**config.mk**
```make
export PLATFORM = sky130hd
export DESIGN_NAME = mer_report
export DESIGN_NICKNAME = d
export VERILOG_FILES = /design/src/rtl/mer_pkg.sv /design/src/rtl/mer_classify.sv /design/src/rtl/mer_arbiter.sv /design/src/rtl/mer_syndrome.sv /design/src/rtl/mer_irq.sv /design/src/rtl/mer_report.sv
export SDC_FILE = /design/constraint.sdc
export NUM_CORES = 1
export LEC_CHECK = 0
export ABC_AREA = 1
export ABC_CLOCK_PERIOD_IN_PS = 3600
export BUFFER_PORTS_ARGS = -buffer_cell sky130_fd_sc_hd__buf_2
export CORE_AREA = 5 5 79 81
export DETAILED_ROUTE_END_ITERATION = 8
export DIE_AREA = 0 0 84 86
export PLACE_DENSITY = 0.66
export SETUP_SLACK_MARGIN = 0.1
export SYNTH_ARGS = -nofsm -noshare
export SYNTH_HDL_FRONTEND = slang
export SYNTH_SLANG_ARGS = --single-unit
```
**constraint.sdc**
```tcl
create_clock -name clk_i -period 3.6 [get_ports clk_i]
set_input_delay 0.36 -clock clk_i [delete_from_list [all_inputs] [get_ports clk_i]]
set_output_delay 0.36 -clock clk_i [all_outputs]
set_load 0.01 [all_outputs]
```
**src/rtl/mer_pkg.sv**
```systemverilog
package mer_pkg;
  // source array kinds
  localparam logic [1:0] RK_L1D  = 2'd0;
  localparam logic [1:0] RK_L2D  = 2'd1;
  localparam logic [1:0] RK_L2T  = 2'd2;
  localparam logic [1:0] RK_DUPT = 2'd3;

  // access codes
  localparam int unsigned ACC_W = 3;
  localparam logic [ACC_W-1:0] ACC_FETCH  = 3'd0;
  localparam logic [ACC_W-1:0] ACC_WALK   = 3'd1;
  localparam logic [ACC_W-1:0] ACC_LOAD   = 3'd2;
  localparam logic [ACC_W-1:0] ACC_STORE  = 3'd3;
  localparam logic [ACC_W-1:0] ACC_EV_NAT = 3'd4;
  localparam logic [ACC_W-1:0] ACC_EV_CMO = 3'd5;
  localparam logic [ACC_W-1:0] ACC_EV_SNP = 3'd6;
  localparam logic [ACC_W-1:0] ACC_OTHER  = 3'd7;

  function automatic logic is_evict(input logic [ACC_W-1:0] a);
    return (a == ACC_EV_NAT) || (a == ACC_EV_CMO) || (a == ACC_EV_SNP);
  endfunction

  function automatic logic is_sync(input logic [ACC_W-1:0] a);
    return (a == ACC_FETCH) || (a == ACC_WALK) || (a == ACC_LOAD);
  endfunction
endpackage

```
**src/rtl/mer_classify.sv**
```systemverilog
module mer_classify
  import mer_pkg::*;
#(
  parameter logic [1:0] KIND = RK_L1D
) (
  input  logic             vld_i,
  input  logic             fatal_i,
  input  logic [ACC_W-1:0] acc_i,
  output logic             abort_o,
  output logic             abort_pf_o,
  output logic             irq_set_o
);
  logic unc;
  logic data_kind;
  logic tag_kind;

  assign unc       = vld_i && fatal_i;
  assign data_kind = (KIND == RK_L1D) || (KIND == RK_L2D);
  assign tag_kind  = (KIND == RK_L2T) || (KIND == RK_DUPT);

  always_comb begin
    abort_o    = 1'b0;
    abort_pf_o = 1'b0;
    irq_set_o  = 1'b0;
    if (unc) begin
      if (KIND == RK_L2D && is_sync(acc_i)) begin
        abort_o    = 1'b1;
        abort_pf_o = (acc_i == ACC_FETCH);
      end
      if (data_kind && is_evict(acc_i)) irq_set_o = 1'b1;
      if (tag_kind) irq_set_o = 1'b1;
    end
  end
endmodule

```
**src/rtl/mer_arbiter.sv**
```systemverilog
module mer_arbiter #(
  parameter int unsigned N     = 4,
  parameter int unsigned SEL_W = (N > 1) ? $clog2(N) : 1
) (
  input  logic [N-1:0]     vld_i,
  input  logic [N-1:0]     fatal_i,
  output logic             win_vld_o,
  output logic             win_fatal_o,
  output logic [SEL_W-1:0] win_sel_o
);
  logic [N-1:0] unc_vec;
  assign unc_vec = vld_i & fatal_i;

  always_comb begin
    win_vld_o   = |vld_i;
    win_fatal_o = |unc_vec;
    win_sel_o   = '0;
    // scan downwards so that the lowest qualifying index is kept
    for (int i = N - 1; i >= 0; i--) begin
      if (vld_i[i] && (fatal_i[i] || !win_fatal_o)) win_sel_o = SEL_W'(i);
    end
  end
endmodule

```
**src/rtl/mer_syndrome.sv**
```systemverilog
module mer_syndrome #(
  parameter int unsigned SEL_W = 2,
  parameter int unsigned IDX_W = 12,
  parameter int unsigned WAY_W = 2
) (
  input  logic             clk_i,
  input  logic             rst_ni,
  input  logic             cap_vld_i,
  input  logic             cap_fatal_i,
  input  logic [SEL_W-1:0] cap_ram_i,
  input  logic [IDX_W-1:0] cap_idx_i,
  input  logic [WAY_W-1:0] cap_way_i,
  input  logic             clr_i,
  output logic             valid_o,
  output logic             fatal_o,
  output logic [SEL_W-1:0] ram_o,
  output logic [IDX_W-1:0] idx_o,
  output logic [WAY_W-1:0] way_o
);
  logic take;
  assign take = cap_vld_i && (!valid_o || (cap_fatal_i && !fatal_o));

  always_ff @(posedge clk_i or negedge rst_ni) begin
    if (!rst_ni) begin
      valid_o <= 1'b0;
      fatal_o <= 1'b0;
      ram_o   <= '0;
      idx_o   <= '0;
      way_o   <= '0;
    end else if (take) begin
      valid_o <= 1'b1;
      fatal_o <= cap_fatal_i;
      ram_o   <= cap_ram_i;
      idx_o   <= cap_idx_i;
      way_o   <= cap_way_i;
    end else if (clr_i && !cap_vld_i) begin
      valid_o <= 1'b0;
      fatal_o <= 1'b0;
    end
  end
endmodule

```
**src/rtl/mer_irq.sv**
```systemverilog
module mer_irq (
  input  logic clk_i,
  input  logic rst_ni,
  input  logic set_i,
  input  logic ctl_wr_i,
  input  logic ctl_bit_i,
  output logic irq_n_o
);
  logic pend_q;
  logic clr;

  assign clr = ctl_wr_i && !ctl_bit_i;

  always_ff @(posedge clk_i or negedge rst_ni) begin
    if (!rst_ni) pend_q <= 1'b0;
    else         pend_q <= set_i || (pend_q && !clr);
  end

  assign irq_n_o = !pend_q;
endmodule

```
**src/rtl/mer_report.sv**
```systemverilog
module mer_report
  import mer_pkg::*;
#(
  parameter int unsigned NUM_SRC = 4,
  parameter int unsigned IDX_W   = 12,
  parameter int unsigned WAY_W   = 2,
  parameter logic [2*NUM_SRC-1:0] SRC_KINDS = {RK_DUPT, RK_L2T, RK_L2D, RK_L1D},
  localparam int unsigned SEL_W  = (NUM_SRC > 1) ? $clog2(NUM_SRC) : 1
) (
  input  logic                     clk_i,
  input  logic                     rst_ni,
  input  logic [NUM_SRC-1:0]       err_vld_i,
  input  logic [NUM_SRC-1:0]       err_fatal_i,
  input  logic [ACC_W*NUM_SRC-1:0] err_acc_i,
  input  logic [IDX_W*NUM_SRC-1:0] err_idx_i,
  input  logic [WAY_W*NUM_SRC-1:0] err_way_i,
  input  logic                     csr_wr_i,
  input  logic                     csr_addr_i,
  input  logic                     csr_bit_i,
  output logic                     evt_corr_o,
  output logic                     evt_fatal_o,
  output logic [NUM_SRC-1:0]       abort_o,
  output logic [NUM_SRC-1:0]       abort_pf_o,
  output logic                     irq_n_o,
  output logic                     syn_valid_o,
  output logic                     syn_fatal_o,
  output logic [SEL_W-1:0]         syn_ram_o,
  output logic [IDX_W-1:0]         syn_idx_o,
  output logic [WAY_W-1:0]         syn_way_o
);
  logic [NUM_SRC-1:0] abort_d;
  logic [NUM_SRC-1:0] abort_pf_d;
  logic [NUM_SRC-1:0] irq_vec;

  // per-source response policy
  for (genvar g = 0; g < NUM_SRC; g++) begin : g_src
    mer_classify #(.KIND(SRC_KINDS[2*g +: 2])) u_cls (
      .vld_i      (err_vld_i[g]),
      .fatal_i    (err_fatal_i[g]),
      .acc_i      (err_acc_i[ACC_W*g +: ACC_W]),
      .abort_o    (abort_d[g]),
      .abort_pf_o (abort_pf_d[g]),
      .irq_set_o  (irq_vec[g])
    );
  end

  // one report per cycle for the syndrome
  logic             win_vld;
  logic             win_fatal;
  logic [SEL_W-1:0] win_sel;

  mer_arbiter #(.N(NUM_SRC), .SEL_W(SEL_W)) u_arb (
    .vld_i       (err_vld_i),
    .fatal_i     (err_fatal_i),
    .win_vld_o   (win_vld),
    .win_fatal_o (win_fatal),
    .win_sel_o   (win_sel)
  );

  logic [IDX_W-1:0] win_idx;
  logic [WAY_W-1:0] win_way;
  assign win_idx = err_idx_i[win_sel*IDX_W +: IDX_W];
  assign win_way = err_way_i[win_sel*WAY_W +: WAY_W];

  mer_syndrome #(.SEL_W(SEL_W), .IDX_W(IDX_W), .WAY_W(WAY_W)) u_syn (
    .clk_i       (clk_i),
    .rst_ni      (rst_ni),
    .cap_vld_i   (win_vld),
    .cap_fatal_i (win_fatal),
    .cap_ram_i   (win_sel),
    .cap_idx_i   (win_idx),
    .cap_way_i   (win_way),
    .clr_i       (csr_wr_i && csr_addr_i),
    .valid_o     (syn_valid_o),
    .fatal_o     (syn_fatal_o),
    .ram_o       (syn_ram_o),
    .idx_o       (syn_idx_o),
    .way_o       (syn_way_o)
  );

  mer_irq u_irq (
    .clk_i     (clk_i),
    .rst_ni    (rst_ni),
    .set_i     (|irq_vec),
    .ctl_wr_i  (csr_wr_i && !csr_addr_i),
    .ctl_bit_i (csr_bit_i),
    .irq_n_o   (irq_n_o)
  );

  // event pulses and abort requests, one register stage
  always_ff @(posedge clk_i or negedge rst_ni) begin
    if (!rst_ni) begin
      evt_corr_o  <= 1'b0;
      evt_fatal_o <= 1'b0;
      abort_o     <= '0;
      abort_pf_o  <= '0;
    end else begin
      evt_corr_o  <= |(err_vld_i & ~err_fatal_i);
      evt_fatal_o <= |(err_vld_i & err_fatal_i);
      abort_o     <= abort_d;
      abort_pf_o  <= abort_pf_d;
    end
  end
endmodule


```
==> summary.txt <==
Detailed routing
  • Vias per inst: 4.492
  • Post-route DRC violation count: 0
  • Iteration-0 DRC Markers: 65
  • Routed Wire Length: 5123 um
  • First-pass DRT Iterations: 4
  • Vias: 1770
  • WL/cell: 13.00 um
  • Antenna-violating nets left: 0

Clocking
  • Hold_buf cts: 0
  • Clk buf depth: 2
  • CTS tree: built
  • Clock-pin slew on the worst setup and hold paths: 0.09 ns
  • Number of clock sinks: 23
  • Worst skew pair latency: 0.27 ns
  • Post-CTS Setup Bufs: 0
  • Root Buffer Master: clkbuf_8
  • Post-CTS sizing: 0
  • Number of buffers created by CTS: 3
  • CTS H-tree depth: 1

STA
  • Final Hold Viols: 0
  • Final Max Tran Viols: 0
  • Layout Skew: 0.008802 ns
  • Hold_ws: 0.06583 ns
  • Setup TNS: 0 ns
  • Tcrit/Tclk final: 0.5351
  • FMAX: 519.2 MHz
  • Worst slew pin tran: 0.5401 ns
  • Worst slew margin: 0.6399
  • Min Tclk post-route: 1.926 ns
  • Setup violators final: 0
  • Unrepaired setup endpoints after global routing: false

Finish
  • Fraction of final layout cells with drive strength greater than 1: 0.4565
  • Finished Core Util: 0.4331
  • ANT cells: 0
  • Final #Nets: 404
  • Non-filler cells, final: 394
  • Layout area overhead: 26.42%
  • Filler cell count: 566

Synth
  • Syn Inst Count: 232
  • Syn_area_per_cell: 7.982 um2
  • Post-Syn Area: 1852 um2
  • Synth top area cells: dfrtp_1, nand2_1, or2_1
  • Distinct cells, synth: 31
  • Synth top area share: 0.3108
  • Synth warn: 0
  • Largest area contributor in the netlist: dfrtp_1
  • Seq cells post-synth: 23
  • Sequential area share after synthesis: 0.3108

Pwr
  • Tot Pwr: 0.001211 W
  • Worst vdd ir: 0.0002428 V
  • Power Dens Cells: 517.2 nW/um2
  • Static Leak: 1.209 nW

Place
  • I/O Buffers: 97
  • Placed insts: 390
  • Detailed Place HPWL: 3946 um
  • GP Congestion: 0.8002

Global route
  • Initial antenna violation count: 0
  • First-pass GRT wire length: 8286 um
  • Largest net degree at the start of global routing: 43
  • Vias in the first global route: 1723
  • Global route total overflow: 0
  • GRT Overall Usage: 0.1387

Worst hold path
  • Worst min path class: input pin to async pin

Setup path
  • WP data arrival: 2.09 ns
  • CP endpoint kind: register
  • Type of the worst setup path: input pin to register
  • CP Launch Type: input pin
  • Crit Path Max Fanout: 30
  • Critical Path RT: 3.76 ns

Die
  • Die ar.: 7224 um2
  • Core outline area: 5405 um2
  • Initial Utilization: 0.3426
  • Die H: 86 um
  • I/O pin cnt: 110
  • Die width: 84 um
  • Site row count: 27

Job
  • Max-cap violation count: 0

Status
  • Status: complete, no violations
per-layer routing:
metal | GRT usage | share of wire
met1 | 0.1683 | 0.41
met2 | 0.2567 | 0.53
met3 | 0.02882 | 0.054
met4 | 0.02193 | 0.0039
met5 | 0 | 0
sequential cells by signal (all words and copies together) (netlist names):
signal	flops
abort_o	1
abort_pf_o	1
evt_corr_o	1
evt_fatal_o	1
u_irq.pend_q	1
u_syn.fatal_o	1
u_syn.idx_o	12
u_syn.ram_o	2
u_syn.valid_o	1
u_syn.way_o	2
report_power, final:
group          switching (W)  internal (W)
clock network      0.0000871     0.0000772
logic               0.000381      0.000253
registers          0.0000498      0.000362
synthesized netlist by cell type:
cell      count
nand4_1       1
inv_1        14
clkbuf_8      2
conb_1        1
nor2_2        1
nor2_8        1
nor4_1        1
nand3_1      20
buf_6         5
nand2_1      47
o21ai_0       4
nor2_1       17
or2_2         7
o221ai_1      1
nand3_2      10
a41oi_1       1
a21oi_2       9
inv_4         1
nor2_4        2
o22ai_1       1
nand3b_1     13
nand2_2       8
a22oi_1       1
nor3b_1       2
or2_1        17
nand2_4       4
buf_4        10
or2_0         2
a21oi_1       4
dfrtp_1      23
o21ai_4       2
cell families after synthesis:
| family | Yosys count | synth area share |
|---|---|---|
| AND/OR/NAND/NOR | 153 | 0.4709 |
| buffers and inverters | 32 | 0.1176 |
| AO/OA/AOI/OAI | 23 | 0.09866 |
| flip-flops | 23 | 0.3108 |
| other | 1 | 0.002025 |
path summary, 6_finish.rpt:
check | start | to | slack, ns | cells past startpoint
setup / recovery | err_vld_i[3] | u_syn.way_o[0]$_DFFE_PN0P_ | 1.67 | 12
hold / removal | rst_ni | u_syn.way_o[0]$_DFFE_PN0P_ | 0.07 | 1
setup reg to reg | u_syn.fatal_o$_DFFE_PN0P_ | u_syn.way_o[0]$_DFFE_PN0P_ | 2.00 | 7
hold reg to reg | u_syn.ram_o[1]$_DFFE_PN0P_ | u_syn.ram_o[1]$_DFFE_PN0P_ | 0.49 | 2
max in group asynchronous | rst_ni | u_syn.idx_o[2]$_DFFE_PN0P_ | 3.17 | 1
min in group clk_i | err_acc_i[4] | abort_pf_o[1]$_DFF_PN0_ | 0.25 | 2
cell usage in the layout, fill, tap and decap left out, drive strengths merged, types with 3 or more instances in the layout:
cell type / netlist / final
dfrtp: 23 / 23
nand3b: 13 / 13
buf: 15 / 98
nand2: 59 / 59
clkbuf: 2 / 3
inv: 15 / 15
conb: 1 / 6
a21oi: 13 / 13
nor2: 21 / 21
or2: 26 / 26
nand3: 30 / 30
o21ai: 6 / 6
per-stage QoR:
stage / cell area [um2] / setup slack, ns
6_report: 2341 / 1.674
5_1_grt: 2341 / 1.494
4_1_cts: 2341 / 1.643
3_5_place_dp: 2295 / 1.357
3_3_place_gp: 2295 / 1.385
2_1_floorplan: 1871 / 1.994
cell type report:
cell class | count | area, um2 | area share
tap | 72 | 90.09 | 0.03848
timing repair buffer | 98 | 493.0 | 0.2106
clock buffer | 3 | 41.29 | 0.01764
inverter | 15 | 58.81 | 0.02512
multi-input combinational | 182 | 1077 | 0.4602
sequential | 23 | 575.6 | 0.2459
clock inverter | 1 | 5.005 | 0.002138
worst max-delay path: stages:
cell and delay (ns):
buf_2 0.12, nand2_1 0.10, nand2_2 0.09, nor2_4 0.24
o21ai_4 0.06, buf_4 0.24, nand2_2 0.15, nor2_8 0.05
nor2_4 0.37, nand3_1 0.16, nand2_1 0.09, nor2_1 0.04
(Power assumes the default switching activity.)
